==> config.mk <==
export PLATFORM = sky130hd
export DESIGN_NAME = pwm_carrier_cbc
export DESIGN_NICKNAME = d
export VERILOG_FILES = /design/src/rtl/pwm_cbc_pkg.sv /design/src/rtl/pwm_carrier_cnt.sv /design/src/rtl/pwm_deadband.sv /design/src/rtl/pwm_carrier_cbc.sv
export SDC_FILE = /design/constraint.sdc
export NUM_CORES = 1
export LEC_CHECK = 0
export BUFFER_PORTS_ARGS = -buffer_cell sky130_fd_sc_hd__buf_4
export CAP_MARGIN = 30
export CORE_AREA = 2 2 108 110
export DETAILED_ROUTE_END_ITERATION = 8
export DIE_AREA = 0 0 110 112
export PLACE_DENSITY = 0.81
export SETUP_SLACK_MARGIN = 0.15
export SLEW_MARGIN = 20
export SYNTH_ARGS = -nofsm -noshare
export SYNTH_HDL_FRONTEND = slang
export SYNTH_HIERARCHICAL = 1
export SYNTH_SLANG_ARGS = --single-unit
==> constraint.sdc <==
create_clock -name clk -period 4.5 [get_ports clk]
set_input_delay 0.675 -clock clk [delete_from_list [all_inputs] [get_ports clk]]
set_output_delay 0.675 -clock clk [all_outputs]
set_load 0.03 [all_outputs]
==> src/rtl/pwm_cbc_pkg.sv <==
package pwm_cbc_pkg;

    typedef enum logic [1:0] {
        CARRIER_RISE = 2'd0,
        CARRIER_FALL = 2'd1,
        CARRIER_TRI  = 2'd2,
        CARRIER_ALT  = 2'd3
    } carrier_mode_e;

    localparam int SIDE_HI = 0;
    localparam int SIDE_LO = 1;
    localparam int NUM_SIDES = 2;

endpackage

==> src/rtl/pwm_carrier_cnt.sv <==
module pwm_carrier_cnt
    import pwm_cbc_pkg::*;
#(
    parameter int CNT_W = 11,
    parameter int PRE_W = 8
) (
    input  logic             clk,
    input  logic             rst_n,
    input  logic [1:0]       mode_i,
    input  logic [CNT_W-1:0] period_i,
    input  logic [PRE_W-1:0] prescale_i,
    input  logic             trig_valley_i,
    output logic [CNT_W-1:0] cnt_o,
    output logic             start_nxt_o,
    output logic             start_o,
    output logic             trig_o
);

    typedef struct packed {
        logic [PRE_W-1:0] pre;
        logic [CNT_W-1:0] cnt;
        logic             dir_up;
        logic             start;
        logic             trig;
    } cnt_state_t;

    cnt_state_t s_d, s_q;
    carrier_mode_e mode;
    logic tick;
    logic start_nxt;

    assign mode = carrier_mode_e'(mode_i);

    always_comb begin
        s_d       = s_q;
        s_d.start = 1'b0;
        s_d.trig  = 1'b0;
        start_nxt = 1'b0;
        tick      = (s_q.pre >= prescale_i);
        s_d.pre   = tick ? '0 : s_q.pre + 1'b1;
        if (tick) begin
            unique case (mode)
                CARRIER_FALL: begin
                    if (s_q.cnt == '0 || s_q.cnt > period_i) s_d.cnt = period_i;
                    else s_d.cnt = s_q.cnt - 1'b1;
                    start_nxt = (s_d.cnt == period_i);
                end
                CARRIER_TRI: begin
                    if (s_q.dir_up) begin
                        if (s_q.cnt >= period_i) begin
                            s_d.cnt    = s_q.cnt - 1'b1;
                            s_d.dir_up = 1'b0;
                        end else begin
                            s_d.cnt = s_q.cnt + 1'b1;
                        end
                    end else if (s_q.cnt <= 1) begin
                        s_d.cnt    = '0;
                        s_d.dir_up = 1'b1;
                    end else begin
                        s_d.cnt = s_q.cnt - 1'b1;
                    end
                    if (s_d.cnt == '0) s_d.dir_up = 1'b1;
                    start_nxt = (s_d.cnt == '0);
                end
                default: begin
                    s_d.cnt   = (s_q.cnt >= period_i) ? '0 : s_q.cnt + 1'b1;
                    start_nxt = (s_d.cnt == '0);
                end
            endcase
            s_d.start = start_nxt;
            s_d.trig  = trig_valley_i ? (s_d.cnt == '0) : (s_d.cnt == period_i);
        end
    end

    always_ff @(posedge clk or negedge rst_n) begin
        if (!rst_n) begin
            s_q        <= '0;
            s_q.dir_up <= 1'b1;
        end else begin
            s_q <= s_d;
        end
    end

    assign cnt_o       = s_q.cnt;
    assign start_nxt_o = start_nxt;
    assign start_o     = s_q.start;
    assign trig_o      = s_q.trig;

endmodule

==> src/rtl/pwm_deadband.sv <==
module pwm_deadband #(
    parameter int DT_W = 8
) (
    input  logic            clk,
    input  logic            rst_n,
    input  logic            req_i,
    input  logic [DT_W-1:0] dt_i,
    output logic            out_o
);

    typedef struct packed {
        logic [DT_W-1:0] wait_cnt;
        logic            drive;
    } db_state_t;

    db_state_t s_d, s_q;

    always_comb begin
        s_d = s_q;
        if (!req_i) begin
            s_d.drive    = 1'b0;
            s_d.wait_cnt = '0;
        end else if (!s_q.drive) begin
            if (s_q.wait_cnt >= dt_i) s_d.drive = 1'b1;
            else s_d.wait_cnt = s_q.wait_cnt + 1'b1;
        end
    end

    always_ff @(posedge clk or negedge rst_n) begin
        if (!rst_n) s_q <= '0;
        else        s_q <= s_d;
    end

    assign out_o = s_q.drive;

endmodule

==> src/rtl/pwm_carrier_cbc.sv <==
module pwm_carrier_cbc
    import pwm_cbc_pkg::*;
#(
    parameter int DUTY_HI_W = 8,
    parameter int DUTY_LO_W = 3,
    parameter int PRE_W     = 8,
    parameter int DT_W      = 8
) (
    input  logic                           clk,
    input  logic                           rst_n,
    input  logic [1:0]                     mode_i,
    input  logic [DUTY_HI_W+DUTY_LO_W-1:0] period_i,
    input  logic [PRE_W-1:0]               prescale_i,
    input  logic [DUTY_HI_W-1:0]           duty_hi_i,
    input  logic [DUTY_LO_W-1:0]           duty_lo_i,
    input  logic                           duty_wr_i,
    input  logic [DT_W-1:0]                deadtime_i,
    input  logic                           trig_valley_i,
    input  logic                           oc_hi_i,
    input  logic                           oc_lo_i,
    input  logic                           short_i,
    input  logic                           fault_clr_i,
    output logic                           pwm_hi_o,
    output logic                           pwm_lo_o,
    output logic                           period_start_o,
    output logic                           adc_trig_o,
    output logic                           fault_o
);

    localparam int DUTY_W = DUTY_HI_W + DUTY_LO_W;

    typedef struct packed {
        logic [DUTY_W-1:0] duty_pend;
        logic [DUTY_W-1:0] duty_act;
        logic              blank;
        logic              fault;
    } top_state_t;

    top_state_t s_d, s_q;
    logic [DUTY_W-1:0] cnt;
    logic              start_nxt;
    logic              oc_any;
    logic              below;
    logic [NUM_SIDES-1:0] side_req;
    logic [NUM_SIDES-1:0] side_out;

    pwm_carrier_cnt #(
        .CNT_W (DUTY_W),
        .PRE_W (PRE_W)
    ) u_cnt (
        .clk           (clk),
        .rst_n         (rst_n),
        .mode_i        (mode_i),
        .period_i      (period_i),
        .prescale_i    (prescale_i),
        .trig_valley_i (trig_valley_i),
        .cnt_o         (cnt),
        .start_nxt_o   (start_nxt),
        .start_o       (period_start_o),
        .trig_o        (adc_trig_o)
    );

    assign oc_any = oc_hi_i | oc_lo_i | short_i;

    always_comb begin
        s_d = s_q;
        if (duty_wr_i) s_d.duty_pend = {duty_hi_i, duty_lo_i};
        if (start_nxt) s_d.duty_act = s_q.duty_pend;
        if (oc_any)         s_d.blank = 1'b1;
        else if (start_nxt) s_d.blank = 1'b0;
        if (short_i)          s_d.fault = 1'b1;
        else if (fault_clr_i) s_d.fault = 1'b0;

        below             = (cnt < s_q.duty_act);
        side_req[SIDE_HI] = below  & ~s_q.blank & ~oc_any;
        side_req[SIDE_LO] = ~below & ~s_q.blank & ~oc_any;
    end

    always_ff @(posedge clk or negedge rst_n) begin
        if (!rst_n) s_q <= '0;
        else        s_q <= s_d;
    end

    for (genvar g = 0; g < NUM_SIDES; g++) begin : g_side
        pwm_deadband #(
            .DT_W (DT_W)
        ) u_db (
            .clk   (clk),
            .rst_n (rst_n),
            .req_i (side_req[g]),
            .dt_i  (deadtime_i),
            .out_o (side_out[g])
        );
    end

    assign pwm_hi_o = side_out[SIDE_HI];
    assign pwm_lo_o = side_out[SIDE_LO];
    assign fault_o  = s_q.fault;

endmodule

==> results of run 1 <==
## worst paths after layout
kind	slack, ns	endpoint
max reg2reg	0.73	u_cnt/trig_o
min	0.43	g_side[0].u_db/s_q[7]
max	0.67	u_cnt/trig_o
min reg2reg	0.48	fault_o
max in group asynchronous	3.53	s_q[3]
min in group clk	0.48	fault_o
## final cells by class
| type | count | area share, % |
|---|---|---|
| multi-input cells | 535 | 56.8 |
| inverters | 68 | 3.79 |
| clock buffers | 12 | 3.81 |
| repair buffers | 75 | 8.35 |
| clock inverters | 4 | 0.780 |
| flip-flops and latches | 64 | 23.8 |
| well taps | 143 | 2.65 |
## worst max-delay path, cell delays in order
cell and delay, ns:
buf_4 0.13, inv_1 0.14, ha_1 0.28, a211oi_2 0.23
o21ai_1 0.16, a221oi_4 0.26, buf_4 0.20, a21boi_2 0.14
nor2_2 0.40, a21o_1 0.20, o221ai_1 0.25, a2111o_1 0.48
or3_1 0.35, a21oi_1 0.16
## power breakdown
group          total (W)  internal, W  switching (W)
sequential      0.000896     0.000717       0.000179
clock           0.000718     0.000460       0.000258
combinational    0.00198     0.000760        0.00122
## metrics by stage
stage | hold slack, ns | setup slack (ns) | cells | cell area (um2) | util (%)
6_report | 0.431 | 0.674 | 901 | 6740 | 60.3
5_1_grt | 0.505 | 0.501 | 901 | 6740 | 60.3
4_1_cts | 0.462 | 0.743 | 901 | 6740 | 60.3
3_5_place_dp | 0.470 | 0.419 | 885 | 6430 | 57.6
3_3_place_gp | 0.464 | 0.455 | 885 | 6430 | 57.6
2_1_floorplan | 0.379 | 0.722 | 708 | 5980 | -
## sequential cells by signal, indices dropped and copies added (netlist names)
name / count
fault_o: 1
g_side.u_db/out_o: 2
g_side.u_db/s_q: 16
s_q: 23
u_cnt/cnt_o: 11
u_cnt/s_q: 9
u_cnt/start_o: 1
u_cnt/trig_o: 1
## metal layers
layer	global-route usage, %	wire (um)	share of wire (%)	vias up
li1	-	-	-	2663
met1	41.3	7570	40	2815
met2	52.2	8980	48	272
met3	5.74	1470	7.8	70
met4	13.2	855	4.5	0
met5	0	0	0	-
## placed cells by master (no fill, tap or decap), drive strengths merged, types with 4 or more instances in the layout
cell | Yosys | layout
a31oi | 20 | 20
nor2b | 4 | 4
nand4 | 8 | 8
nand2b | 10 | 10
o41ai | 4 | 4
o22ai | 5 | 5
o2111ai | 4 | 4
clkinv | 1 | 4
and3 | 14 | 14
nand3b | 6 | 6
o221ai | 6 | 6
o211ai | 11 | 11
xnor2 | 23 | 23
nor2 | 43 | 43
o311ai | 4 | 4
a211oi | 7 | 7
nand2 | 65 | 65
ha | 54 | 54
xor2 | 8 | 8
and2 | 4 | 4
clkbuf | 14 | 12
nand3 | 42 | 42
nor3 | 22 | 22
o21ai | 43 | 43
inv | 67 | 67
a21oi | 26 | 26
a2111oi | 4 | 4
mux2i | 9 | 9
mux2 | 18 | 18
nor4 | 12 | 12
buf | 27 | 75
dfrtp | 63 | 63
## logic make-up (layout without fill, tap and decap cells)
logic type                 count (synthesis)  count (layout)  share of synthesized area, %
buffers and inverters                    109             159                          9.27
muxes                                     27              27                          4.96
AOI/OAI and AO/OA                        175             175                          21.0
xor gates and xnor gates                  31              31                          4.54
and+or+nand+nor                          248             248                          22.1
DFF                                       64              64                          26.8
adders and majority gates                 54              54                          11.3
==> results.cfg, run 1 <==
[outcome]
status = finished, final reports clean

[clock_tree]
cts_hold_buf = 0
clk_path_buf_depth = 2
htreeDepth = 3
path_clk_slew_ns = 0.06
cts_setup_buffers = 0
clock-sinks = 64
cts_resized = 0
clk_latency_ns = 0.33
clockRootBuffer = clkbuf_16
cts-buffers-inserted = 9
cts_tree = built

[die]
core-area_um2 = 11200
initial_core_util_pct = 53.5
die_x_um = 110
die_y_um = 112
ioPinCount = 53
rows = 39
dieArea_um2 = 12300

[power]
ir_worst_vdd_mv = 0.449
power_w = 0.00360
power_density_nw_per_um2 = 533
p_leak_nw = 3.06

[timing]
setup_violations = 0
hold_viol_final = 0
drv_slew = 0
slew-limit-headroom_pct = 45.5
tns_ns = 0
min_period_ns = 3.83
period_share_pct = 85.0
max_freq_mhz = 261
rsz0062_at_grt = no
fin_skew_ns = 0.0110
worst_pin_slew_ns = 0.817

[routing]
drc = 0
wl_mm = 18.9
dr.pass1.iters = 6
drtAntennaViolNets = 0
drt_iter0_drc = 768
vias = 5820
wl_per_cell_um = 20.9
viasPerCell = 6.46

[yosys]
synth_edf_count = 0
synthFlopType = dfrtp_1
synth_fp_nets = 810
synth.top_cells.by_area = dfrtp_1 26%, ha_1 11%, inv_1 4.2%
synthTopCellsByCount = 67 x inv_1, 63 x dfrtp_1, 62 x nand2_1
syn_inst = 708
syn_area_um2 = 5980
yosysMostFrequentCell = inv_1
syn_avg_cell_area_um2 = 8.45
ys_seq_area_share_pct = 26.8
yosysUniqueCellTypes = 90
ys_ff_latch = 64
synth_warnings = 6
yosysTopAreaCellShare_pct = 26.4
async_flop_share_pct = 100
yosysTopAreaCell = dfrtp_1

[worst_setup_path]
startpoint_type = input pin
arrival_ns = 4.08
setup.worst_path.end_class = flip-flop
reg2reg_depth = 12
reg2reg_from = u_cnt/cnt_o[6]
worst-path-max-fanout = 9
required_ns = 4.76
crit_type = input pin to flip-flop
crit_start = period_i[6]

[final_layout]
num_antenna_cells = 0
multi_input_area_um2 = 3830
area_growth_pct = 12.7
nFillCells = 976
nNetsFinal = 855
drive_above_1_share_pct = 19.4
seq_area_um2 = 1600

[global_route]
antenna_found_initial = 0
overflow = 0
grt_pass1_wl_mm = 30.4
grt_max_degree = 65
grt_pass1_vias = 5827
grt.total_usage_pct = 32.0

[flow_run]
drv_cap = 0

[placed_design]
gp_congestion = 1.01
dp_hpwl_mm = 14.6
port_buffers = 52

[worst_hold_path]
hold_path_class = input pin to asynchronous set/reset pin
(Power assumes the default switching activity.)
==> run 2: changes to the inputs <==
CORE_AREA = 2 2 82 143   (was 2 2 108 110)
DIE_AREA = 0 0 84 145   (was 0 0 110 112)
PLACE_DENSITY = 0.82   (was 0.81)
SLEW_MARGIN = 25   (was 20)
==> run 2 against run 1 <==
Effect of this change:
- largest power group unchanged
- critical path type is now flip-flop to flip-flop
- setup slack worse by 0.11 ns
- non-clock buffer count up 8
- power up 6.6%
- sequential power up 1%
- clock skew about the same
- sequential share of layout area down 0.31 points
- largest cell class unchanged
==> results.cfg, run 2 (synthesis results as in run 1) <==
[outcome]
status = finished, final reports clean

[timing]
drv_slew = 0
rsz0062_at_grt = no
setup_violations = 0
slew-limit-headroom_pct = 34.8
tns_ns = 0
hold_viol_final = 0
period_share_pct = 87.5
min_period_ns = 3.94
max_freq_mhz = 254
fin_ws_ns = 0.563
fin_skew_ns = 0.0106
worst_pin_slew_ns = 0.968

[die]
die_x_um = 84
core-area_um2 = 11000
dieArea_um2 = 12200
die_y_um = 145
initial_core_util_pct = 54.2
rows = 51
ioPinCount = 53

[worst_setup_path]
required_ns = 4.73
r2r-end = s_q[11]
r2r_slack_ns = 0.56
crit_type = flip-flop to flip-flop
worst-path-max-fanout = 21
setup.worst_path.end_class = flip-flop
reg2reg_from = u_cnt/cnt_o[4]
reg2reg_depth = 13
arrival_ns = 4.17
startpoint_type = flip-flop

[power]
internal-power_w = 0.00206
pwr-share-seq_pct = 23.6
power.share.combinational_pct = 54.7
power_density_nw_per_um2 = 561
pwr-share-clk_pct = 21.7
ir_worst_vdd_mv = 0.308
switching_share_pct = 46.3
p_leak_nw = 3.11
p_sw_w = 0.00178

[flow_run]
drv_cap = 0

[routing]
drt_iter0_drc = 551
dr.pass1.iters = 9
viasPerCell = 6.70
wl_per_cell_um = 24.0
drtAntennaViolNets = 0
drc = 0
wl_mm = 21.6
vias = 6016

[placed_design]
dp_hpwl_mm = 17.0
post-place-ws_ns = 0.341
gp_congestion = 1.06
port_buffers = 52

[final_layout]
largest_register = s_q
nNetsFinal = 863
largest_reg_flops = 23
area_growth_pct = 14.1
num_antenna_cells = 0
drive_above_1_share_pct = 20.4
most-common-layout-cells = 83 x buf_4, 67 x inv_1, 63 x dfrtp_1, 62 x nand2_1, 54 x ha_1
mostFrequentLayoutCell = buf_4

[global_route]
busiest_layer = met2
grt.total_usage_pct = 36.0
overflow = 0
grt_pass1_wl_mm = 34.1
antenna_found_initial = 0
met1_usage_pct = 38.2
grt_pass1_vias = 6168
grt_max_degree = 65
grtUsageMet2_pct = 63.1
gr-usage-met3_pct = 4.66

[clock_tree]
cts-buffers-inserted = 9
path_clk_slew_ns = 0.06
clock-sinks = 64
cts_hold_buf = 0
cts_tree = built
clockRootBuffer = clkbuf_16
clk_latency_ns = 0.33
cts_setup_buffers = 0
cts_resized = 0
clk_path_buf_depth = 2
htreeDepth = 3

[worst_hold_path]
hold_path_class = input pin to asynchronous set/reset pin
## run 2: changes by cell type in the layout (fill, tap and decap cells not counted), sizes merged
cell,change
bufinv,+2
clkinv,-2
buf,+8
inv,+3
clkbuf,-3
## run 2: cell type report
class	instances	area, um2
tap	132	165
clock buffer	9	225
sequential	64	1600
fill	935	4210
timing repair buffer	83	623
clock inverter	7	125
multi-input combinational	535	3830
inverter	68	255
## run 2: worst max-delay path by stage
stage                        start  slack [ns]           end  cells past startpoint
floorplan             period_i[10]        0.72  u_cnt/trig_o                     12
global placement       period_i[6]        0.36        s_q[5]                     14
global route        u_cnt/cnt_o[4]        0.46       s_q[11]                     13
CTS                    period_i[6]        0.68       s_q[10]                     15
finish              u_cnt/cnt_o[4]        0.56       s_q[11]                     13
detailed placement     period_i[6]        0.34       s_q[10]                     15
## run 2: power by group through the flow
stage / clock network, W / registers [W] / logic [W]
after floorplan: 0 / 0.000828 / 0.00137
after global placement: 0 / 0.000895 / 0.00198
after detailed placement: 0 / 0.000903 / 0.00202
after CTS: 0.000841 / 0.000896 / 0.00203
after global routing: 0.000862 / 0.000920 / 0.00225
final: 0.000830 / 0.000905 / 0.00210
## run 2: critical path, cell delays in order, from the launching register on
cell	delay (ns)
dfrtp_1	0.66
ha_1	0.34
a21oi_1	0.15
o21ai_1	0.12
a221o_2	0.45
nor2_1	0.55
buf_4	0.29
nand2_1	0.07
a31oi_1	0.27
nand4_1	0.15
a31oi_2	0.29
buf_4	0.29
nand2_1	0.07
o21ai_0	0.10
## run 2: through the flow
stage | power (W) | utilization, % | instances | hold WS [ns] | instance area [um2]
2_1_floorplan | 0.00220 | - | 708 | 0.379 | 5980
3_3_place_gp | 0.00288 | 58.7 | 882 | 0.458 | 6480
3_5_place_dp | 0.00292 | 58.7 | 882 | 0.479 | 6480
4_1_cts | 0.00377 | 61.8 | 898 | 0.461 | 6830
5_1_grt | 0.00403 | 61.8 | 898 | 0.512 | 6830
6_report | 0.00383 | 61.8 | 898 | 0.413 | 6830
## run 2: metal layers
metal  wire length, um  vias up
met5                 0        -
met4              2070        0
met3              1320      129
met2             10800      327
met1              7380     2870
li1                  -     2690
==> run 3: changes to the inputs <==
PLACE_DENSITY = 0.86   (was 0.82)
==> run 3 against run 2 <==
Effect of this change:
- non-clock buffer count is 7 lower
- critical path depth stayed put
- utilization is 0.32 points lower
- worst hold slack better by 0.0018 ns
- power is 2.8% lower
- combinational power is 6% lower
- clock skew is 0.0037 ns lower
- setup slack worse by 0.015 ns
- critical path type unchanged
- critical endpoint is now u_cnt/trig_o
==> results.cfg, run 3 (synthesis results as in run 1) <==
[outcome]
status = finished, final reports clean

[routing]
drc = 0
dr.pass1.iters = 5
vias = 5953
top_layer = met4
wl_met1_mm = 6.73
wl_met2_mm = 10.1
wl_per_cell_um = 22.4
viasPerCell = 6.68
drt_iter0_drc = 418
met3_length_mm = 1.24
drtAntennaViolNets = 0
wl_mm = 20.0

[worst_hold_path]
hold_path_class = input pin to asynchronous set/reset pin

[clock_tree]
path_clk_slew_ns = 0.06
clockRootBuffer = clkbuf_16
clk_path_buf_depth = 2
clock-sinks = 64
htreeDepth = 3
cts_setup_buffers = 0
cts_resized = 0
clk_latency_ns = 0.33
cts-buffers-inserted = 9
cts_hold_buf = 0
cts_tree = built

[timing]
max_freq_mhz = 253
period_share_pct = 87.8
setup_violations = 0
fin_skew_ns = 0.00689
worst_pin_slew_ns = 0.897
drv_slew = 0
slew-limit-headroom_pct = 39.7
min_period_ns = 3.95
tns_ns = 0
fin_ws_ns = 0.548
hold_viol_final = 0
rsz0062_at_grt = no

[power]
power_density_nw_per_um2 = 549
p_leak_nw = 3.09
ir_worst_vdd_mv = 0.371
power_w = 0.00373

[global_route]
grt_max_degree = 65
grt_pass1_wl_mm = 31.5
grt_pass1_vias = 6086
grt.total_usage_pct = 33.3
overflow = 0
antenna_found_initial = 0

[worst_setup_path]
worst-path-max-fanout = 8
startpoint_type = flip-flop
crit_type = flip-flop to flip-flop
setup.worst_path.end_class = flip-flop
reg2reg_depth = 13
arrival_ns = 4.21
required_ns = 4.76

[die]
rows = 51
initial_core_util_pct = 54.2
die_x_um = 84
dieArea_um2 = 12200
core-area_um2 = 11000
ioPinCount = 53
die_y_um = 145

[final_layout]
seq_area_um2 = 1600
nFillCells = 967
largest_reg_flops = 23
nNetsFinal = 856
fin_cells = 891
multi_input_area_um2 = 3830
most-common-layout-cells = 76 x buf_4, 67 x inv_1, 63 x dfrtp_1, 62 x nand2_1, 54 x ha_1
mostFrequentLayoutCell = buf_4
drive_above_1_share_pct = 19.6
area_growth_pct = 13.6
largest_register = s_q
num_antenna_cells = 0

[placed_design]
dp_hpwl_mm = 15.3
gp_congestion = 1.06
port_buffers = 52
dp_cells = 875
post-place-ws_ns = 0.362

[flow_run]
drv_cap = 0
==> run 3: metal layers <==
metal	up-vias	track usage, %
met2	321	58.7
met5	-	0
met1	2850	33.5
met4	0	27.5
li1	2659	-
met3	123	5.18
==> run 3: path summary, 6_finish.rpt <==
path | startpoint | end | slack, ns
setup / recovery | u_cnt/cnt_o[10] | u_cnt/trig_o | 0.55
hold / removal | rst_n | fault_o | 0.42
setup reg to reg | u_cnt/cnt_o[10] | u_cnt/trig_o | 0.55
hold reg to reg | fault_o | fault_o | 0.48
max in group asynchronous | rst_n | s_q[20] | 3.52
min in group clk | fault_o | fault_o | 0.48
==> run 3: through the flow <==
step                utilization [%]  hold slack (ns)  cell area (um2)
detailed placement             58.2            0.478             6420
finish                         61.5            0.415             6790
global route                   61.5            0.498             6790
CTS                            61.5            0.452             6790
global placement               58.2            0.467             6420
floorplan                         -            0.379             5980
==> run 3: power breakdown <==
part	total, W	switching, W	internal [W]
registers	0.000890	0.000173	0.000717
logic	0.00198	0.00124	0.000742
clock network	0.000855	0.000257	0.000599
total	0.00373	0.00167	0.00206
==> run 3: layout make-up <==
type	instances	share of cell area (%)
Sequential cell	64	23.6
Inverter	68	3.76
Tap cell	132	2.43
Multi-Input combinational cell	535	56.4
Timing Repair Buffer	76	8.40
Clock buffer	9	3.32
Clock inverter	7	2.10
==> run 3: critical path, cell delays in order, from the launching register on <==
cell	delay, ns
dfrtp_1	0.53
ha_1	0.44
nand3_1	0.14
nor3_2	0.42
nand2_1	0.38
nand2_2	0.37
a2111oi_0	0.17
a311oi_1	0.40
buf_4	0.19
o211ai_1	0.09
nor4_1	0.30
buf_4	0.19
nand4_1	0.09
a21oi_1	0.16
